File: src/rtl/lld_pkg.sv
package lld_pkg;
  localparam int NUM_MON = 3;
  localparam int CNT_W   = 16;

  typedef enum logic [1:0] {
    CLS_ZERO = 2'b00,
    CLS_ONE  = 2'b01,
    CLS_INV  = 2'b10,
    CLS_NONE = 2'b11
  } sym_cls_e;

  // strobes the control hands to the counter datapath
  typedef struct packed {
    logic [NUM_MON-1:0] bump;
    logic [NUM_MON-1:0] clear;
  } run_strobe_t;
endpackage

File: src/rtl/lld_datapath.sv
module lld_datapath
  import lld_pkg::*;
#(
  parameter int CW = CNT_W
) (
  input  logic                          clk,
  input  logic                          rstN,
  input  run_strobe_t                   strb,
  input  logic [NUM_MON-1:0][CW-1:0]    thr,
  input  logic [NUM_MON-1:0]            armEn,
  output logic [NUM_MON-1:0][CW-1:0]    runCnt,
  output logic [NUM_MON-1:0]            hit
);
  for (genvar g = 0; g < NUM_MON; g++) begin : g_mon
    logic [CW-1:0] cnt;

    always_ff @(posedge clk) begin
      if (!rstN)
        cnt <= '0;
      else if (strb.clear[g])
        cnt <= '0;
      else if (strb.bump[g] && (cnt < thr[g]))
        cnt <= cnt + 1'b1;
    end

    assign runCnt[g] = cnt;
    assign hit[g]    = armEn[g] && (thr[g] != '0) && (cnt >= thr[g]);
  end
endmodule

File: src/rtl/lld_control.sv
module lld_control
  import lld_pkg::*;
(
  input  logic               clk,
  input  logic               rstN,
  input  logic               sampleValid,
  input  logic [1:0]         sampleClass,
  input  logic               speedSel,
  input  logic [NUM_MON-1:0] enFast,
  input  logic [NUM_MON-1:0] enGig,
  input  logic               readClear,
  input  logic               linkRestore,
  input  logic [NUM_MON-1:0] hit,
  output run_strobe_t        strb,
  output logic [NUM_MON-1:0] armEn,
  output logic               anyHit,
  output logic               dropHeld,
  output logic               lossLatched
);
  always_comb begin
    for (int i = 0; i < NUM_MON; i++) begin
      strb.bump[i]  = sampleValid && (sampleClass == 2'(i));
      strb.clear[i] = sampleValid && (sampleClass != 2'(i));
    end
  end

  assign armEn  = speedSel ? enGig : enFast;
  assign anyHit = |hit;

  always_ff @(posedge clk) begin
    if (!rstN) begin
      dropHeld    <= 1'b0;
      lossLatched <= 1'b0;
    end else begin
      if (anyHit)           dropHeld <= 1'b1;
      else if (linkRestore) dropHeld <= 1'b0;

      if (anyHit)           lossLatched <= 1'b1;
      else if (readClear)   lossLatched <= 1'b0;
    end
  end
endmodule

File: src/rtl/link_loss_watch.sv
module link_loss_watch
  import lld_pkg::*;
(
  input  logic        clk,
  input  logic        rstN,
  input  logic        sampleValid,
  input  logic [1:0]  sampleClass,
  input  logic        speedSel,
  input  logic [2:0]  enFast,
  input  logic [2:0]  enGig,
  input  logic [15:0] thrZero,
  input  logic [15:0] thrOne,
  input  logic [15:0] thrInvalid,
  input  logic        readClear,
  input  logic        linkRestore,
  input  logic        linkUpIn,
  output logic        linkUpOut,
  output logic        lossLatched
);
  run_strobe_t                     strb;
  logic [NUM_MON-1:0]              armEn;
  logic [NUM_MON-1:0]              hit;
  logic [NUM_MON-1:0][CNT_W-1:0]   thr;
  logic [NUM_MON-1:0][CNT_W-1:0]   runCnt;
  logic                            anyHit;
  logic                            dropHeld;

  assign thr[CLS_ZERO] = thrZero;
  assign thr[CLS_ONE]  = thrOne;
  assign thr[CLS_INV]  = thrInvalid;

  lld_control u_ctl (
    .clk(clk), .rstN(rstN),
    .sampleValid(sampleValid), .sampleClass(sampleClass),
    .speedSel(speedSel), .enFast(enFast), .enGig(enGig),
    .readClear(readClear), .linkRestore(linkRestore),
    .hit(hit), .strb(strb), .armEn(armEn), .anyHit(anyHit),
    .dropHeld(dropHeld), .lossLatched(lossLatched)
  );

  lld_datapath #(.CW(CNT_W)) u_dp (
    .clk(clk), .rstN(rstN), .strb(strb), .thr(thr),
    .armEn(armEn), .runCnt(runCnt), .hit(hit)
  );

  assign linkUpOut = linkUpIn && !dropHeld && !anyHit;
endmodule

File: config.mk
export PLATFORM = sky130hd
export DESIGN_NAME = link_loss_watch
export DESIGN_NICKNAME = d
export VERILOG_FILES = /design/src/rtl/lld_pkg.sv /design/src/rtl/lld_datapath.sv /design/src/rtl/lld_control.sv /design/src/rtl/link_loss_watch.sv
export SDC_FILE = /design/constraint.sdc
export NUM_CORES = 1
export LEC_CHECK = 0
export ABC_AREA = 1
export CORE_MARGIN = 3
export CORE_UTILIZATION = 50
export DETAILED_ROUTE_END_ITERATION = 10
export PLACE_DENSITY = 0.7
export SLEW_MARGIN = 20
export SYNTH_ARGS = -nofsm -noshare
export SYNTH_HDL_FRONTEND = slang
export SYNTH_HIERARCHICAL = 1
export SYNTH_SLANG_ARGS = --single-unit
File: constraint.sdc
create_clock -name clk -period 7.2 [get_ports clk]
set_input_delay 1.44 -clock clk [delete_from_list [all_inputs] [get_ports clk]]
set_output_delay 1.44 -clock clk [all_outputs]
set_load 0.005 [all_outputs]
# After elaboration in Yosys (flattened, before gate mapping)
# Index checks and enable logic that the tools add are counted.
[totals]
out_inout_bits = 2
inputBits = 63
reg_bits = 50
wordCells = 54
[op_classes]
n_eq_ne = 4
n_lt_le_gt_ge = 6
n_mux = 5
n_reduce_logical = 30
bitwise = 1
addsub = 3
[op_table]
columns = ["operator", "n"]
rows = [
  ["adder 16 x 1 -> 16 bit, second input constant", 3],
  ["greater-or-equal comparator 16 bit", 3],
  ["less-than comparator 16 bit", 3],
  ["nonzero test 16 bit", 3],
  ["logical AND 1 bit", 17],
  ["nonzero test 2 bit", 3],
  ["OR reduction 2 bit", 3],
  ["two-way mux 1 bit", 4],
  ["two-way mux 3 bit", 1],
  ["OR reduction 3 bit", 1],
  ["equality test 2 x 1 -> 1 bit, second input constant", 1],
  ["equality test 2 bit, second input constant", 1],
  ["logical NOT 1 bit", 2],
  ["logical NOT 2 bit", 1],
  ["inequality test 2 x 1 -> 1 bit, second input constant", 1],
  ["inequality test 2 bit, second input constant", 1],
  ["inverter 1 bit", 1],
]

# Logic depth before layout (Yosys ltp)
[logic_depth]
depth_word = 6
mapped_depth = 18
mapped_depth_nobuf = 17

# Cells and area by module
# Netlist, hierarchy kept.
[modules_own_cells]
columns = ["mod", "area_each_um2", "cells_each", "seq_area_each_um2", "n_inst"]
rows = [
  ["lld_datapath", 4334.2, 727, 960.9, 1],
  ["lld_control", 182.7, 33, 40.0, 1],
  ["link_loss_watch", 13.8, 3, 0.0, 1],
]

# Least setup slack after synthesis
# OpenSTA, ideal clock, no wires.
[synth_path]
kind = "in2out"
start = "in thrOne[15]"
end = "out linkUpOut"
t_arrival_ps = 2890
cell_stages = 13
required_ps = 5760
setup_slack_ps = 2870
n_path_buf = 1
path_cell_list = "inv_1 ha_1 nand2_1 nand2_1 o21bai_1 a21oi_4 buf_4 nand3_1 nand3_1 inv_1 nor2_2 nand2_1 nor2_2"
[synth_via]
elab_chain_len = 6
word_cells_on_any_way = 7
classes_between = "order compare: 1; reduce/logical: 6"
[synth_lines]
columns = ["element", "line_no", "text"]
rows = [
  ["from (decl)", "link_loss_watch.sv:12", "input logic [15:0] thrOne,"],
  ["branches (longest 2 deep; another with greater-or-equal comparator 16 bit)", "--", ""],
  ["logical AND 1 bit (*)", "lld_datapath.sv:27", "assign hit[g] = armEn[g] && (thr[g] != '0) && (cnt >= thr[g]);"],
  ["named net hit[1]", "link_loss_watch.sv:22", "logic [NUM_MON-1:0] hit;"],
  ["OR reduction 3 bit (*)", "lld_control.sv:28", "assign anyHit = |hit;"],
  ["named net anyHit", "link_loss_watch.sv:25", "logic anyHit;"],
  ["logical NOT 1 bit (*)", "link_loss_watch.sv:46", "assign linkUpOut = linkUpIn && !dropHeld && !anyHit;"],
  ["logical AND 1 bit (*)", "link_loss_watch.sv:46", ""],
  ["to (decl)", "link_loss_watch.sv:17", "output logic linkUpOut,"],
]
# Mark *: on every way through the listed nets, which the timed path passes.

# Worst setup path in the final report
[layout_path]
start = "in thrZero[1]"
end = "out linkUpOut"
[layout_via]
elab_chain_len = 6
word_cells_on_any_way = 7
classes_between = "order compare: 1; reduce/logical: 6"
[layout_lines]
columns = ["element", "line_no", "text"]
rows = [
  ["from (decl)", "link_loss_watch.sv:11", "input logic [15:0] thrZero,"],
  ["branches (longest 2 deep; another with greater-or-equal comparator 16 bit)", "--", ""],
  ["logical AND 1 bit (*)", "lld_datapath.sv:27", ""],
  ["named net hit[0]", "link_loss_watch.sv:22", ""],
  ["OR reduction 3 bit (*)", "lld_control.sv:28", ""],
  ["named net anyHit", "link_loss_watch.sv:25", ""],
  ["logical NOT 1 bit (*)", "link_loss_watch.sv:46", ""],
  ["logical AND 1 bit (*)", "link_loss_watch.sv:46", ""],
]
# Marked as above.

==> results.cfg <==
[synthesis]
syn_area_mm2 = 0.004531
ys_types = 27
synth-compound-area-share = 0.04336
synth.area.mux_share = 0
yosysSeqAreaShare = 0.2209
syn_nets = 877
syn-instance-count = 763
synth-xor-area-share = 0.005800
ys_warn_count = 6
synth_top_family_by_area = simple AND/OR/NAND/NOR gates
async_flop_share = 0
synth-adder-area-share = 0.1408
synth-edff-count = 0
ys_seq_elements = 50
ys.flop_type = dfxtp_1
synthSimpleGateAreaFrac = 0.4303
avgSynthCellArea_um2 = 5.938

[timing]
finClkSkew_ns = 0.01216
slew-limit-headroom = 0.4768
worst_pin_slew_ns = 0.7788
finalHoldViolations = 0
tns_ns = 0
rsz0062_at_grt = false
finalMaxSlewViolations = 0
max_freq_mhz = 174.5
finalSetupViolCount = 0
finalCritPeriodShare = 0.7961
fin_crit_ns = 5.732

[power_and_ir_drop]
ir_drop_v = 0.00007455
switching_share = 0.2615
p_leak_uw = 0.002652
p_seq_frac = 0.511
intPower_uw = 404.6
power.switching_uw = 143.3
combPwrFrac = 0.172
power.density_mw_per_mm2 = 102.8
power_frac_clock = 0.316

[routing]
avgViaCountPerCell = 5.120
wl_um = 10840
postRouteAntennaNets = 0
num_vias = 4767
drt_pass1_iterations = 5
drt_iter0_drc = 259
wl_per_cell_um = 11.64
route.detailed.drc = 0

[floorplan]
std_cell_rows = 34
floorplan.initialDensity = 0.5170
die_y_um = 101.2
dieArea_mm2 = 0.01024
fp.dieW_um = 101.2
io_pins = 65
core_mm2 = 0.008763

[worst_setup_path]
arrival_ns = 4.29
slowest_stage = nand2_1
crit_required_ns = 5.76
critPathLaunchType = input pin
slowest_delay_ns = 0.53
crit_type = input pin to output port
critPathMostFrequentCell = nand2_1
critical-path-top-delay-family = buffers and inverters
endpoint_kind = output port
crit_fanout = 24
path_buf_inv = 5
crit_path_cell_trace = clkdlybuf4s50_1 > inv_1 > ha_1 > nand2_1 > nand2_1 > nand2_1 > nand2_1 > nand2_1 > nand2_1 > nand2_1 > nand3_1 > o211ai_1 > inv_1 > inv_1 > nand2_1 > nor2_2 > clkdlybuf4s50_1

[global_routing]
track_usage = 0.2143
first_global_vias = 4255
antenna_found_initial = 0
grt_max_degree = 28
grt_pass1_wl_um = 18230
overflow = 0

[layout]
layout_common_cells = nand2_1, inv_1, nor2_1, clkdlybuf4s50_1, nand3_1
layout_commonest_cell = nand2_1
fin_cells = 931
drive_gt1_frac = 0.03159
fin_nets = 936
area_growth_pct = 17.62
antenna_cells = 0
fillers = 857

[hold_path]
min_path_type = flip-flop to flip-flop

[clock_tree]
post_cts_resized = 0
clk_latency_ns = 0.30
cts.sinks = 50
hold_buffers = 0
clk_pin_slew_ns = 0.10
clock_path_buffers = 2
h-tree-depth = 2
post_cts_buffers = 0
cts_tree = yes
clock-root-buffer = clkbuf_8
cts_buffers = 5

[placement]
place_inst = 923
port_buffers = 64
gp_congestion = 0.8720
dpl.hpwl_um = 8717

[job]
cap_violations = 0

[outcome]
status = complete, no violations
-- power groups by stage --
stage | clock network [µW] | registers (µW) | logic (µW)
CTS | 178 | 280 | 94.7
finish | 173 | 280 | 94.5
global route | 188 | 281 | 107
global placement | 0 | 287 | 91.3
detailed placement | 0 | 287 | 94.2
floorplan | 0 | 286 | 44.0
-- metrics by stage --
step	hold WS, ns	total power [µW]	setup WS (ns)	instance area (µm²)	utilization
after floorplan	0.5035	330.0	2.870	4531	-
after global placement	0.5242	378.0	1.565	5233	0.5971
after detailed placement	0.5286	380.9	1.475	5233	0.5971
after CTS	0.5452	553.4	1.468	5324	0.6075
after global routing	0.5838	575.0	1.223	5329	0.6081
final	0.5475	547.9	1.468	5329	0.6081
-- sequential cells by signal, summed over array words and instances, names as in the netlist --
| signal | flops |
|---|---|
| u_ctl/lossLatched | 1 |
| u_ctl/dropHeld | 1 |
| u_dp/g_mon.cnt | 48 |
-- metal layers --
| metal | share of wire | global-route usage |
|---|---|---|
| met5 | 0 | 0 |
| met4 | 0.0093 | 0.05112 |
| met3 | 0.055 | 0.03788 |
| met2 | 0.49 | 0.3813 |
| met1 | 0.45 | 0.2683 |
-- area by class of cell --
cell class	count	area (µm²)	area share
clock buffer	7	86.33	0.01620
clock inverter	1	5.005	0.0009392
inverter	168	630.6	0.1183
multi-input combinational	531	2815	0.5283
sequential	50	1001	0.1878
tap	108	135.1	0.02536
timing repair buffer	66	655.6	0.1230
-- cell families after synthesis --
family                   after synthesis
XOR/XNOR                               3
flip-flops                            50
adder cells (fa/ha/maj)               51
AO/OA/AOI/OAI                         34
AND/OR/NAND/NOR                      443
buffers and inverters                182
-- cell usage after synthesis, types with 2 or more instances --
| master | number | share of area |
|---|---|---|
| a21oi_1 | 21 | 0.023 |
| xnor2_1 | 3 | 0.0058 |
| nand3_1 | 64 | 0.071 |
| buf_2 | 5 | 0.0055 |
| dfxtp_1 | 50 | 0.22 |
| o21ai_1 | 2 | 0.0022 |
| a21o_1 | 3 | 0.0050 |
| inv_2 | 3 | 0.0025 |
| clkbuf_1 | 2 | 0.0017 |
| nand2_2 | 2 | 0.0028 |
| ha_1 | 51 | 0.14 |
| nor3_1 | 22 | 0.024 |
| o21ai_0 | 4 | 0.0044 |
| nor2_2 | 4 | 0.0055 |
| buf_4 | 6 | 0.0099 |
| nor4_1 | 9 | 0.012 |
| nor2_1 | 107 | 0.089 |
| nand2_1 | 187 | 0.15 |
| nand4_1 | 42 | 0.058 |
| inv_1 | 165 | 0.14 |
| o211ai_1 | 2 | 0.0033 |
| nor3_2 | 4 | 0.0088 |
-- path summary, 6_finish.rpt --
path,endpoint,cells past startpoint,slack [ns],from
setup / recovery,linkUpOut,17,1.47,thrZero[1]
hold / removal,u_dp/g_mon[1].cnt[15]$_SDFFE_PP0P_,4,0.55,u_dp/g_mon[1].cnt[15]$_SDFFE_PP0P_
setup reg to reg,u_ctl/lossLatched$_SDFFE_PN0P_,15,4.92,u_dp/g_mon[0].cnt[2]$_SDFFE_PP0P_
hold reg to reg,u_dp/g_mon[1].cnt[15]$_SDFFE_PP0P_,4,0.55,u_dp/g_mon[1].cnt[15]$_SDFFE_PP0P_
-- tightest hold or removal path, stage by stage (launching register included) --
cell and delay, ns:
dfxtp_1 0.34, inv_1 0.05, nand2_1 0.04, inv_1 0.04, nor2_1 0.03
(Power assumes the default switching activity.)
